<file path="src/rtl/pilot_seq_pkg.sv">
package pilot_seq_pkg;

   // Shortest legal observation period in cycles.
   localparam int unsigned MIN_PERIOD = 2;

   // Final count value of a period, with short requests raised to the minimum.
   function automatic logic [63:0] period_last(input logic [63:0] req);
      logic [63:0] eff;
      eff = (req < 64'(MIN_PERIOD)) ? 64'(MIN_PERIOD) : req;
      return eff - 64'd1;
   endfunction

endpackage

</file>
<file path="src/rtl/seq_preset_gen.sv">
module seq_preset_gen #(
   parameter int unsigned INC_W = 24
) (
   input  logic [INC_W-1:0] pilot_inc,
   input  logic [INC_W-1:0] offset_inc,
   output logic [INC_W-1:0] hi_inc,
   output logic [INC_W-1:0] lo_inc
);
   // The increments are phase steps on a modular accumulator, so wrap is intended here.
   always_comb begin
      hi_inc = pilot_inc + offset_inc;
      lo_inc = pilot_inc - offset_inc;
   end
endmodule

</file>
<file path="src/rtl/seq_period_timer.sv">
module seq_period_timer
   import pilot_seq_pkg::*;
#(
   parameter int unsigned CNT_W = 24
) (
   input  logic             clk,
   input  logic             rst_n,
   input  logic [CNT_W-1:0] cfg_period,
   output logic             preset,
   output logic             period_end
);
   logic             run_q;
   logic [CNT_W-1:0] cnt_q;
   logic [CNT_W-1:0] last_q;
   logic [CNT_W-1:0] last_req;

   always_comb begin
      last_req   = CNT_W'(period_last(64'(cfg_period)));
      preset     = run_q && (cnt_q == '0);
      period_end = run_q && (cnt_q != '0) && (cnt_q == last_q);
   end

   always_ff @(posedge clk or negedge rst_n) begin
      if (!rst_n) begin
         run_q  <= 1'b0;
         cnt_q  <= '0;
         last_q <= CNT_W'(1);
      end else begin
         run_q <= 1'b1;
         if (preset) begin
            last_q <= last_req;
         end
         if (run_q) begin
            if (period_end) begin
               cnt_q <= '0;
            end else begin
               cnt_q <= cnt_q + CNT_W'(1);
            end
         end
      end
   end
endmodule

</file>
<file path="src/rtl/seq_conv_judge.sv">
module seq_conv_judge #(
   parameter int unsigned INC_W            = 24,
   parameter bit          THRESH_INCLUSIVE = 1'b0
) (
   input  logic             clk,
   input  logic             rst_n,
   input  logic             sample,
   input  logic [INC_W-1:0] hi_inc,
   input  logic [INC_W-1:0] lo_inc,
   input  logic [INC_W-1:0] thresh,
   output logic             detect,
   output logic             detect_valid
);
   localparam int unsigned DW = INC_W + 1;

   logic signed [DW-1:0] diff;
   logic        [DW-1:0] mag;
   logic                 hit;

   always_comb begin
      diff = $signed({1'b0, hi_inc}) - $signed({1'b0, lo_inc});
      mag  = diff[DW-1] ? DW'(-diff) : DW'(diff);
   end

   generate
      if (THRESH_INCLUSIVE) begin : g_incl
         always_comb hit = (mag <= {1'b0, thresh});
      end else begin : g_strict
         always_comb hit = (mag < {1'b0, thresh});
      end
   endgenerate

   always_ff @(posedge clk or negedge rst_n) begin
      if (!rst_n) begin
         detect       <= 1'b0;
         detect_valid <= 1'b0;
      end else begin
         detect_valid <= sample;
         if (sample) begin
            detect <= hit;
         end
      end
   end
endmodule

</file>
<file path="src/rtl/pilot_conv_sequencer.sv">
module pilot_conv_sequencer #(
   parameter int unsigned INC_W            = 24,
   parameter int unsigned CNT_W            = 24,
   parameter bit          THRESH_INCLUSIVE = 1'b0
) (
   input  logic             clk,
   input  logic             rst_n,
   input  logic [INC_W-1:0] cfg_pilot_inc,
   input  logic [INC_W-1:0] cfg_offset_inc,
   input  logic [INC_W-1:0] cfg_thresh,
   input  logic [CNT_W-1:0] cfg_period,
   input  logic [INC_W-1:0] loop_hi_inc,
   input  logic [INC_W-1:0] loop_lo_inc,
   output logic             preset,
   output logic [INC_W-1:0] init_inc_hi,
   output logic [INC_W-1:0] init_inc_lo,
   output logic             detect,
   output logic             detect_valid
);
   generate
      if (INC_W < 4 || INC_W > 62) begin : g_bad_inc
         $error("INC_W must lie in 4..62");
      end
      if (CNT_W < 2 || CNT_W > 62) begin : g_bad_cnt
         $error("CNT_W must lie in 2..62");
      end
   endgenerate

   logic period_end;

   seq_preset_gen #(.INC_W(INC_W)) u_presets (
      .pilot_inc (cfg_pilot_inc),
      .offset_inc(cfg_offset_inc),
      .hi_inc    (init_inc_hi),
      .lo_inc    (init_inc_lo)
   );

   seq_period_timer #(.CNT_W(CNT_W)) u_timer (
      .clk       (clk),
      .rst_n     (rst_n),
      .cfg_period(cfg_period),
      .preset    (preset),
      .period_end(period_end)
   );

   seq_conv_judge #(.INC_W(INC_W), .THRESH_INCLUSIVE(THRESH_INCLUSIVE)) u_judge (
      .clk         (clk),
      .rst_n       (rst_n),
      .sample      (period_end),
      .hi_inc      (loop_hi_inc),
      .lo_inc      (loop_lo_inc),
      .thresh      (cfg_thresh),
      .detect      (detect),
      .detect_valid(detect_valid)
   );
endmodule

</file>
<file path="config.mk">
export PLATFORM = sky130hd
export DESIGN_NAME = pilot_conv_sequencer
export DESIGN_NICKNAME = d
export VERILOG_FILES = /design/src/rtl/pilot_seq_pkg.sv /design/src/rtl/seq_preset_gen.sv /design/src/rtl/seq_period_timer.sv /design/src/rtl/seq_conv_judge.sv /design/src/rtl/pilot_conv_sequencer.sv
export SDC_FILE = /design/constraint.sdc
export NUM_CORES = 1
export LEC_CHECK = 0
export BUFFER_PORTS_ARGS = -buffer_cell sky130_fd_sc_hd__buf_2
export CAP_MARGIN = 20
export CORE_MARGIN = 1
export CORE_UTILIZATION = 50
export DETAILED_ROUTE_END_ITERATION = 16
export PLACE_DENSITY = 0.79
export SYNTH_ARGS = -nofsm -noshare
export SYNTH_HDL_FRONTEND = slang
export SYNTH_SLANG_ARGS = --single-unit
</file>
<file path="constraint.sdc">
create_clock -name clk -period 3.52 [get_ports clk]
set_input_delay 0.528 -clock clk [delete_from_list [all_inputs] [get_ports clk]]
set_output_delay 0.528 -clock clk [all_outputs]
set_load 0.03 [all_outputs]
</file>
==> results of run 1 <==
==> final timing paths <==
kind                                          end  slack (ps)         startpoint  depth (start not counted)
worst max-delay path               u_judge.detect        -780     loop_hi_inc[0]                         23
worst min-delay path            u_timer.cnt_q[13]         160              rst_n                          1
worst max register to register     u_judge.detect         470   u_timer.cnt_q[0]                         10
worst min register to register  u_timer.last_q[1]         540  u_timer.last_q[1]                          2
max in group asynchronous       u_timer.last_q[0]        2560              rst_n                          2
min in group clk                u_timer.last_q[1]         540  u_timer.last_q[1]                          2
==> sequential cells by signal (all words and copies together), names as in the netlist <==
register / flops
u_timer.run_q: 1
u_judge.detect: 1
u_timer.cnt_q: 24
u_judge.detect_valid: 1
u_timer.last_q: 24
==> kinds of logic (layout without fill, tap and decap cells) <==
family,after synthesis,after routing,synth area share
simple gates,336,336,0.222
compound gates,229,229,0.198
xor+xnor,141,141,0.164
buf+inv,139,507,0.0701
fa+ha+maj,100,100,0.169
flops,51,51,0.170
mux,5,5,0.00681
other cells,1,4,0.000498
==> critical path: cells and delay by family <==
kind	cells	cell delay, ps
xor+xnor	1	80
fa+ha+maj	3	660
mux	1	200
compound gates	10	1920
simple gates	5	880
buf+inv	3	260
==> cell type report <==
class / instances / area (µm²)
inverters: 112 / 440
clock inverters: 2 / 35.0
clock buffers: 6 / 139
multi-input cells: 812 / 6400
flip-flops and latches: 51 / 1280
fillers: 974 / 3480
diodes: 3 / 7.51
repair buffers: 387 / 2580
well taps: 184 / 230
==> metal layers <==
layer / up-vias / wire [µm] / GRT usage
met2: 452 / 12400 / 0.489
met1: 4099 / 10500 / 0.358
li1: 4226 / - / -
met3: 76 / 1820 / 0.0382
met5: - / 13 / 0
met4: 2 / 745 / 0.0709
==> cells in the final DEF, fill, tap and decap left out, drive strengths merged, types with 4 or more instances in the layout <==
cell,n
ha,97
o21a,14
or4,4
nand4,16
a211o,4
clkbuf,8
nor2,121
nor2b,6
and3,10
nand3,22
a41oi,4
nor3,30
nand2b,11
or2,8
mux2i,4
buf,385
nand2,51
or3,17
and2,8
xor2,49
inv,112
o21bai,7
a311oi,7
a21oi,80
o21ai,47
xnor2,92
o311ai,4
nor4,21
o211ai,7
dfrtp,50
o31ai,5
a21o,19
a31oi,10
==> what timing repair did <==
action / in CTS / in global routing
gates resized for setup: 70 / 79
endpoints found under the hold margin: 0 / 0
buffers inserted: 15 / 14
pin swaps: 59 / 68
setup endpoints to repair: 15 / 19
==> power breakdown <==
group,total [µW],switching [µW],internal (µW)
logic,2640,1410,1230
registers,915,165,749
clock network,567,213,354
total,4120,1790,2330
==> metrics by stage <==
step	setup WS [ps]	total power, µW	TNS (ps)
after floorplan	-836	2410	-858
after global routing	-1040	4370	-2320
after detailed placement	-1130	3210	-3340
after CTS	-709	3910	-1240
final	-783	4120	-1310
after global placement	-1000	3140	-3120
==> Implementation_results.wiki, run 1 <==
{| class="wikitable"
! Metric !! Value
|-
| Max-cap violations || 0
|-
| TritonCTS clock tree || done
|-
| DRC violations left || 0
|-
| Top cell type by total area after synthesis || sky130_fd_sc_hd__dfrtp_1
|-
| Post-route cell area || 11,100 µm²
|-
| Total clock sinks || 51
|-
| Overall overflow remaining after global route || 0
|-
| Final setup violation count || 7
|-
| Slowest stage cell, crit path || sky130_fd_sc_hd__nor4_4
|-
| Post-Place Cells || 1,520
|-
| Number of distinct standard cells referenced by the synthesized netlist || 73
|-
| Min Clock Period, post-route || 4300 ps
|-
| Status || finished with violations
|-
| Hold buffer count at CTS || 0
|-
| Violation count after the first detailed-routing iteration || 613
|-
| CP Class || input pin to flip-flop
|-
| Area of the die || 15,600 µm²
|-
| Post-Synthesis Cells || 1,002
|-
| Root Buffer || sky130_fd_sc_hd__clkbuf_16
|-
| Floorplan Core Area || 14,600 µm²
|-
| Capturing element type of the critical path || flip-flop
|-
| Core Util, Final || 0.762
|-
| Share of post-route cells with drive strength above 1 || 0.379
|-
| Clock Latency Late Sink || 300 ps
|-
| Static Leak || 0.00542 µW
|-
| Kind of start point of the critical path || input pin
|-
| Number of warnings reported in the yosys synthesis log || 0
|-
| Port Buf Inserts || 196
|-
| Post-synth EDFFs || 0
|-
| Worst setup slack after layout || -783 ps
|-
| Wire length of the first global-routing pass || 36,700 µm
|-
| Post-Route WL || 25,500 µm
|-
| Largest net degree at the start of global routing || 34
|-
| H-tree depth || 2
|-
| Fraction of post-synthesis cell area in the top cell type by area || 0.166
|-
| Die Width || 125 µm
|-
| Post-synth top flop || sky130_fd_sc_hd__dfrtp_1
|-
| Portion of the post-synthesis area used by sequential elements || 0.170
|-
| Crit-path max FO || 2
|-
| Synthesis-stage register bit count || 51
|-
| Die Height || between 100 and 150 µm
|-
| Count of TritonRoute iterations in the first routing pass || 5
|-
| Starting density of the core || 0.516
|-
| Largest stage delay, worst path || ~310 ps
|-
| Count of nets left with antenna violations after detail routing || 0
|-
| Number of endpoints with negative hold slack in the final report || 0
|-
| Area contributors post-synth || sky130_fd_sc_hd__dfrtp_1 (17%), sky130_fd_sc_hd__ha_1 (16%), sky130_fd_sc_hd__xnor2_1 (11%)
|-
| Final slew viol count || 0
|-
| Number of nets in the finished design || between 1,500 and 2,000
|-
| Syn Std Cell Area || 7530 µm²
|-
| Area Overhead vs Synth || 47.5%
|-
| Clock skew || between 9 and 10 ps
|-
| Bufs on Longest Clock Path || 2
|-
| Proportion of register bits with asynchronous set or reset after synthesis || 1.00
|-
| Max rail drop VDD || 238 µV
|-
| Number of I/O pins || 197
|-
| Row count || 44
|-
| Remaining max-slew budget at the tightest pin || 0.482
|-
| DP Wirelength || approximately 18,000 µm
|-
| Fmax || 232 MHz
|-
| Worst Hold Slack || 162 ps
|-
| Mean instance size in the synthesized netlist || 7.52 µm²
|-
| Vias || between 8,000 and 9,000
|-
| Drt via density || between 5 and 6
|-
| Total global routing track utilization || 0.279
|-
| Routed length per instance || 16.4 µm
|-
| Cells along the critical path || buf_6 > inv_4 > ha_4 > fa_2 > nand2b_4 > a21oi_4 > buf_6 > o31a_4 > mux2i_4 > a211oi_4 > nand3_2 > nor4_4 > nand4_1 > nand2_1 > xnor2_1 > ha_1 > a211o_1 > a221oi_2 > o21ai_1 > o2111a_1 > o221ai_1 > o21ai_1 > a41oi_2
|-
| Worst EP arrival || roughly 4500 ps
|-
| Share of the cycle needed by the critical path after routing || 1.22
|-
| Routability cong. || 0.919
|-
| Total clock buffers created by CTS || 5
|-
| Placement Cell Area || 10,100 µm²
|-
| Transition time at the pin with the least slew margin || 771 ps
|-
| Data required time at the worst endpoint || 3740 ps
|-
| Final Non-Filler Cells || between 1,500 and 2,000
|-
| Cell with the most instances after synthesis || sky130_fd_sc_hd__nor2_1
|-
| Post-Synthesis Net Count || 1,248
|-
| Clock-pin slew on the worst setup and hold paths || 70 ps
|-
| Violated checks || setup timing
|-
| Via count of the first global-routing pass || 8,104
|-
| RSZ-0062 raised after global routing || yes
|-
| Power density normalized to cell area || 371 nW/µm²
|-
| Hold Crit Class || input pin to asynchronous set/reset pin
|-
| Ranking of synthesized cells by instance count || sky130_fd_sc_hd__nor2_1 (121), sky130_fd_sc_hd__inv_1 (111), sky130_fd_sc_hd__ha_1 (97)
|-
| Number of antenna violations at the first check in global routing || 4
|}
Power figures use the tool's default switching activity.
==> inputs of run 2 (changes only) <==
--- a/config.mk
+++ b/config.mk
@@ -11,6 +11,7 @@
 export CORE_UTILIZATION = 50
 export DETAILED_ROUTE_END_ITERATION = 16
 export PLACE_DENSITY = 0.79
+export SKIP_LAST_GASP = 1
 export SYNTH_ARGS = -nofsm -noshare
 export SYNTH_HDL_FRONTEND = slang
 export SYNTH_SLANG_ARGS = --single-unit
==> Implementation_results.wiki, run 2 (synthesized netlist as in run 1, its figures left out) <==
{| class="wikitable"
! Metric !! Value
|-
| Vias || 8,862 (+0.079%)
|-
| Total clock buffers created by CTS || 5 (unchanged)
|-
| Min Clock Period, post-route || 4300 ps (-2.43 ps)
|-
| Number of nets in the finished design || 1,615 (unchanged)
|-
| Die Height || 125 µm (unchanged)
|-
| Share of post-route cells with drive strength above 1 || 0.379 (unchanged)
|-
| Share of the cycle needed by the critical path after routing || 1.22 (about the same)
|-
| Area of the die || 15,600 µm² (unchanged)
|-
| Crit-path max FO || 2 (unchanged)
|-
| CP Class || input pin to flip-flop
|-
| Routed length per instance || 16.4 µm (+0.12%)
|-
| Area Overhead vs Synth || 47.5% (unchanged)
|-
| Worst EP arrival || 4520 ps (about the same)
|-
| Max rail drop VDD || 238 µV (about the same)
|-
| Power density normalized to cell area || 371 nW/µm² (about the same)
|-
| Largest net degree at the start of global routing || 34 (unchanged)
|-
| Placement Cell Area || 10,100 µm² (unchanged)
|-
| Die Width || 125 µm (unchanged)
|-
| Routability cong. || 0.919 (unchanged)
|-
| TritonCTS clock tree || done
|-
| Starting density of the core || 0.516 (unchanged)
|-
| Total global routing track utilization || 0.279 (unchanged)
|-
| Bufs on Longest Clock Path || 2 (unchanged)
|-
| Violated checks || setup timing
|-
| Worst Hold Slack || 161 ps (-0.993 ps)
|-
| Fill cell instance count of the final layout || 974 (unchanged)
|-
| Worst setup slack after layout || -780 ps (+2.43 ps)
|-
| Drt via density || 5.69 (about the same)
|-
| Remaining max-slew budget at the tightest pin || 0.479 (-0.00329)
|-
| Fmax || 233 MHz (about the same)
|-
| DRC violations left || 0 (unchanged)
|-
| Final setup violation count || 6 (-1)
|-
| Capturing element type of the critical path || flip-flop
|-
| Post-Route WL || 25,600 µm (+0.12%)
|-
| Total Negative Setup Slacks || -1340 ps (-29.9 ps)
|-
| Kind of start point of the critical path || input pin
|-
| DP Wirelength || 17,600 µm (unchanged)
|-
| Clock skew || 11.1 ps (+1.19 ps)
|-
| Number of endpoints with negative hold slack in the final report || 0 (unchanged)
|-
| Port Buf Inserts || 196 (unchanged)
|-
| Max-cap violations || 0 (unchanged)
|-
| Hold buffer count at CTS || 0 (unchanged)
|-
| Leading cell types in the layout, fill and taps excluded || sky130_fd_sc_hd__buf_4 (191), sky130_fd_sc_hd__buf_2 (170), sky130_fd_sc_hd__nor2_1 (117), sky130_fd_sc_hd__inv_1 (97), sky130_fd_sc_hd__xnor2_1 (86)
|-
| Root Buffer || sky130_fd_sc_hd__clkbuf_16
|-
| Row count || 44 (unchanged)
|-
| Count of nets left with antenna violations after detail routing || 0 (unchanged)
|-
| Transition time at the pin with the least slew margin || 775 ps (+4.90 ps)
|-
| Count of TritonRoute iterations in the first routing pass || 5 (unchanged)
|-
| Static Leak || 0.00542 µW (about the same)
|-
| Violation count after the first detailed-routing iteration || 613 (unchanged)
|-
| RSZ-0062 raised after global routing || yes
|-
| Total clock sinks || 51 (unchanged)
|-
| Hold Crit Class || input pin to asynchronous set/reset pin
|-
| Wire length of the first global-routing pass || 36,700 µm (unchanged)
|-
| Number of I/O pins || 197 (unchanged)
|-
| Post-route cell area || 11,100 µm² (unchanged)
|-
| Overall overflow remaining after global route || 0 (unchanged)
|-
| Setup Slack @ Placement || -1130 ps (unchanged)
|-
| Via count of the first global-routing pass || 8,104 (unchanged)
|-
| Number of antenna violations at the first check in global routing || 4 (unchanged)
|-
| Largest registers || u_timer.cnt_q: 24 flops, u_timer.last_q: 24 flops
|-
| Most common cell after layout, fill and taps aside || sky130_fd_sc_hd__buf_4
|-
| Clock-pin slew on the worst setup and hold paths || 70 ps (about the same)
|-
| Clock Latency Late Sink || 300 ps (about the same)
|-
| H-tree depth || 2 (unchanged)
|-
| Status || finished with violations
|-
| Data required time at the worst endpoint || 3740 ps (about the same)
|-
| Final slew viol count || 0 (unchanged)
|-
| Floorplan Core Area || 14,600 µm² (unchanged)
|}
-- run 2: path summary, 6_finish.rpt --
check / slack (ps) / startpoint / to / cells past startpoint
max: -780 / loop_hi_inc[0] / u_judge.detect / 23
max in group asynchronous: 2560 / rst_n / u_timer.last_q[0] / 2
max reg2reg: 460 / u_timer.cnt_q[0] / u_judge.detect / 10
min reg2reg: 540 / u_timer.last_q[1] / u_timer.last_q[1] / 2
min: 160 / rst_n / u_timer.cnt_q[0] / 1
min in group clk: 540 / u_timer.last_q[1] / u_timer.last_q[1] / 2
-- run 2: cell type report --
type / count / area, µm² / share of cell area
Clock buffer: 6 / 139 / 0.0125
Multi-Input combinational cell: 812 / 6400 / 0.576
Clock inverter: 2 / 35.0 / 0.00315
Antenna cell: 3 / 7.51 / 0.000676
Timing Repair Buffer: 387 / 2580 / 0.232
Sequential cell: 51 / 1280 / 0.115
Tap cell: 184 / 230 / 0.0207
Inverter: 112 / 440 / 0.0396
-- run 2: layer usage --
layer,track usage,wire (µm)
met3,0.0382,1920
met5,0,13
met2,0.489,12400
met1,0.358,10500
met4,0.0709,722
-- run 2: what timing repair did --
action,4_1_cts,5_1_grt
resized for setup,70,78
buffers inserted,15,14
pin swaps,59,68
endpoints found under the setup margin,15,19
-- run 2: metrics by stage --
stage | total power (µW) | utilization | instances
2_1_floorplan | 2410 | - | 1002
3_3_place_gp | 3140 | 0.691 | 1520
3_5_place_dp | 3210 | 0.691 | 1520
4_1_cts | 3910 | 0.731 | 1541
5_1_grt | 4370 | 0.761 | 1555
6_report | 4120 | 0.762 | 1557
-- run 2: where the power goes --
part	total (µW)	internal [µW]	switching (µW)
Combinational	2640	1230	1410
Clock	568	354	214
Sequential	914	749	165
Total	4120	2330	1790
-- run 2: worst max-delay path: stages --
cell and delay, ps:
sky130_fd_sc_hd__buf_6 100, sky130_fd_sc_hd__inv_4 40, sky130_fd_sc_hd__ha_4 150, sky130_fd_sc_hd__fa_2 200, sky130_fd_sc_hd__nand2b_4 140, sky130_fd_sc_hd__a21oi_4 70
sky130_fd_sc_hd__buf_6 120, sky130_fd_sc_hd__o31a_4 300, sky130_fd_sc_hd__mux2i_4 200, sky130_fd_sc_hd__a211oi_4 270, sky130_fd_sc_hd__nand3_2 140, sky130_fd_sc_hd__nor4_4 310
sky130_fd_sc_hd__nand4_1 170, sky130_fd_sc_hd__nand2_1 120, sky130_fd_sc_hd__xnor2_1 80, sky130_fd_sc_hd__ha_1 310, sky130_fd_sc_hd__a211o_1 310, sky130_fd_sc_hd__a221oi_2 170
sky130_fd_sc_hd__o21ai_1 100, sky130_fd_sc_hd__o2111a_1 260, sky130_fd_sc_hd__o221ai_1 140, sky130_fd_sc_hd__o21ai_1 110, sky130_fd_sc_hd__a41oi_2 180
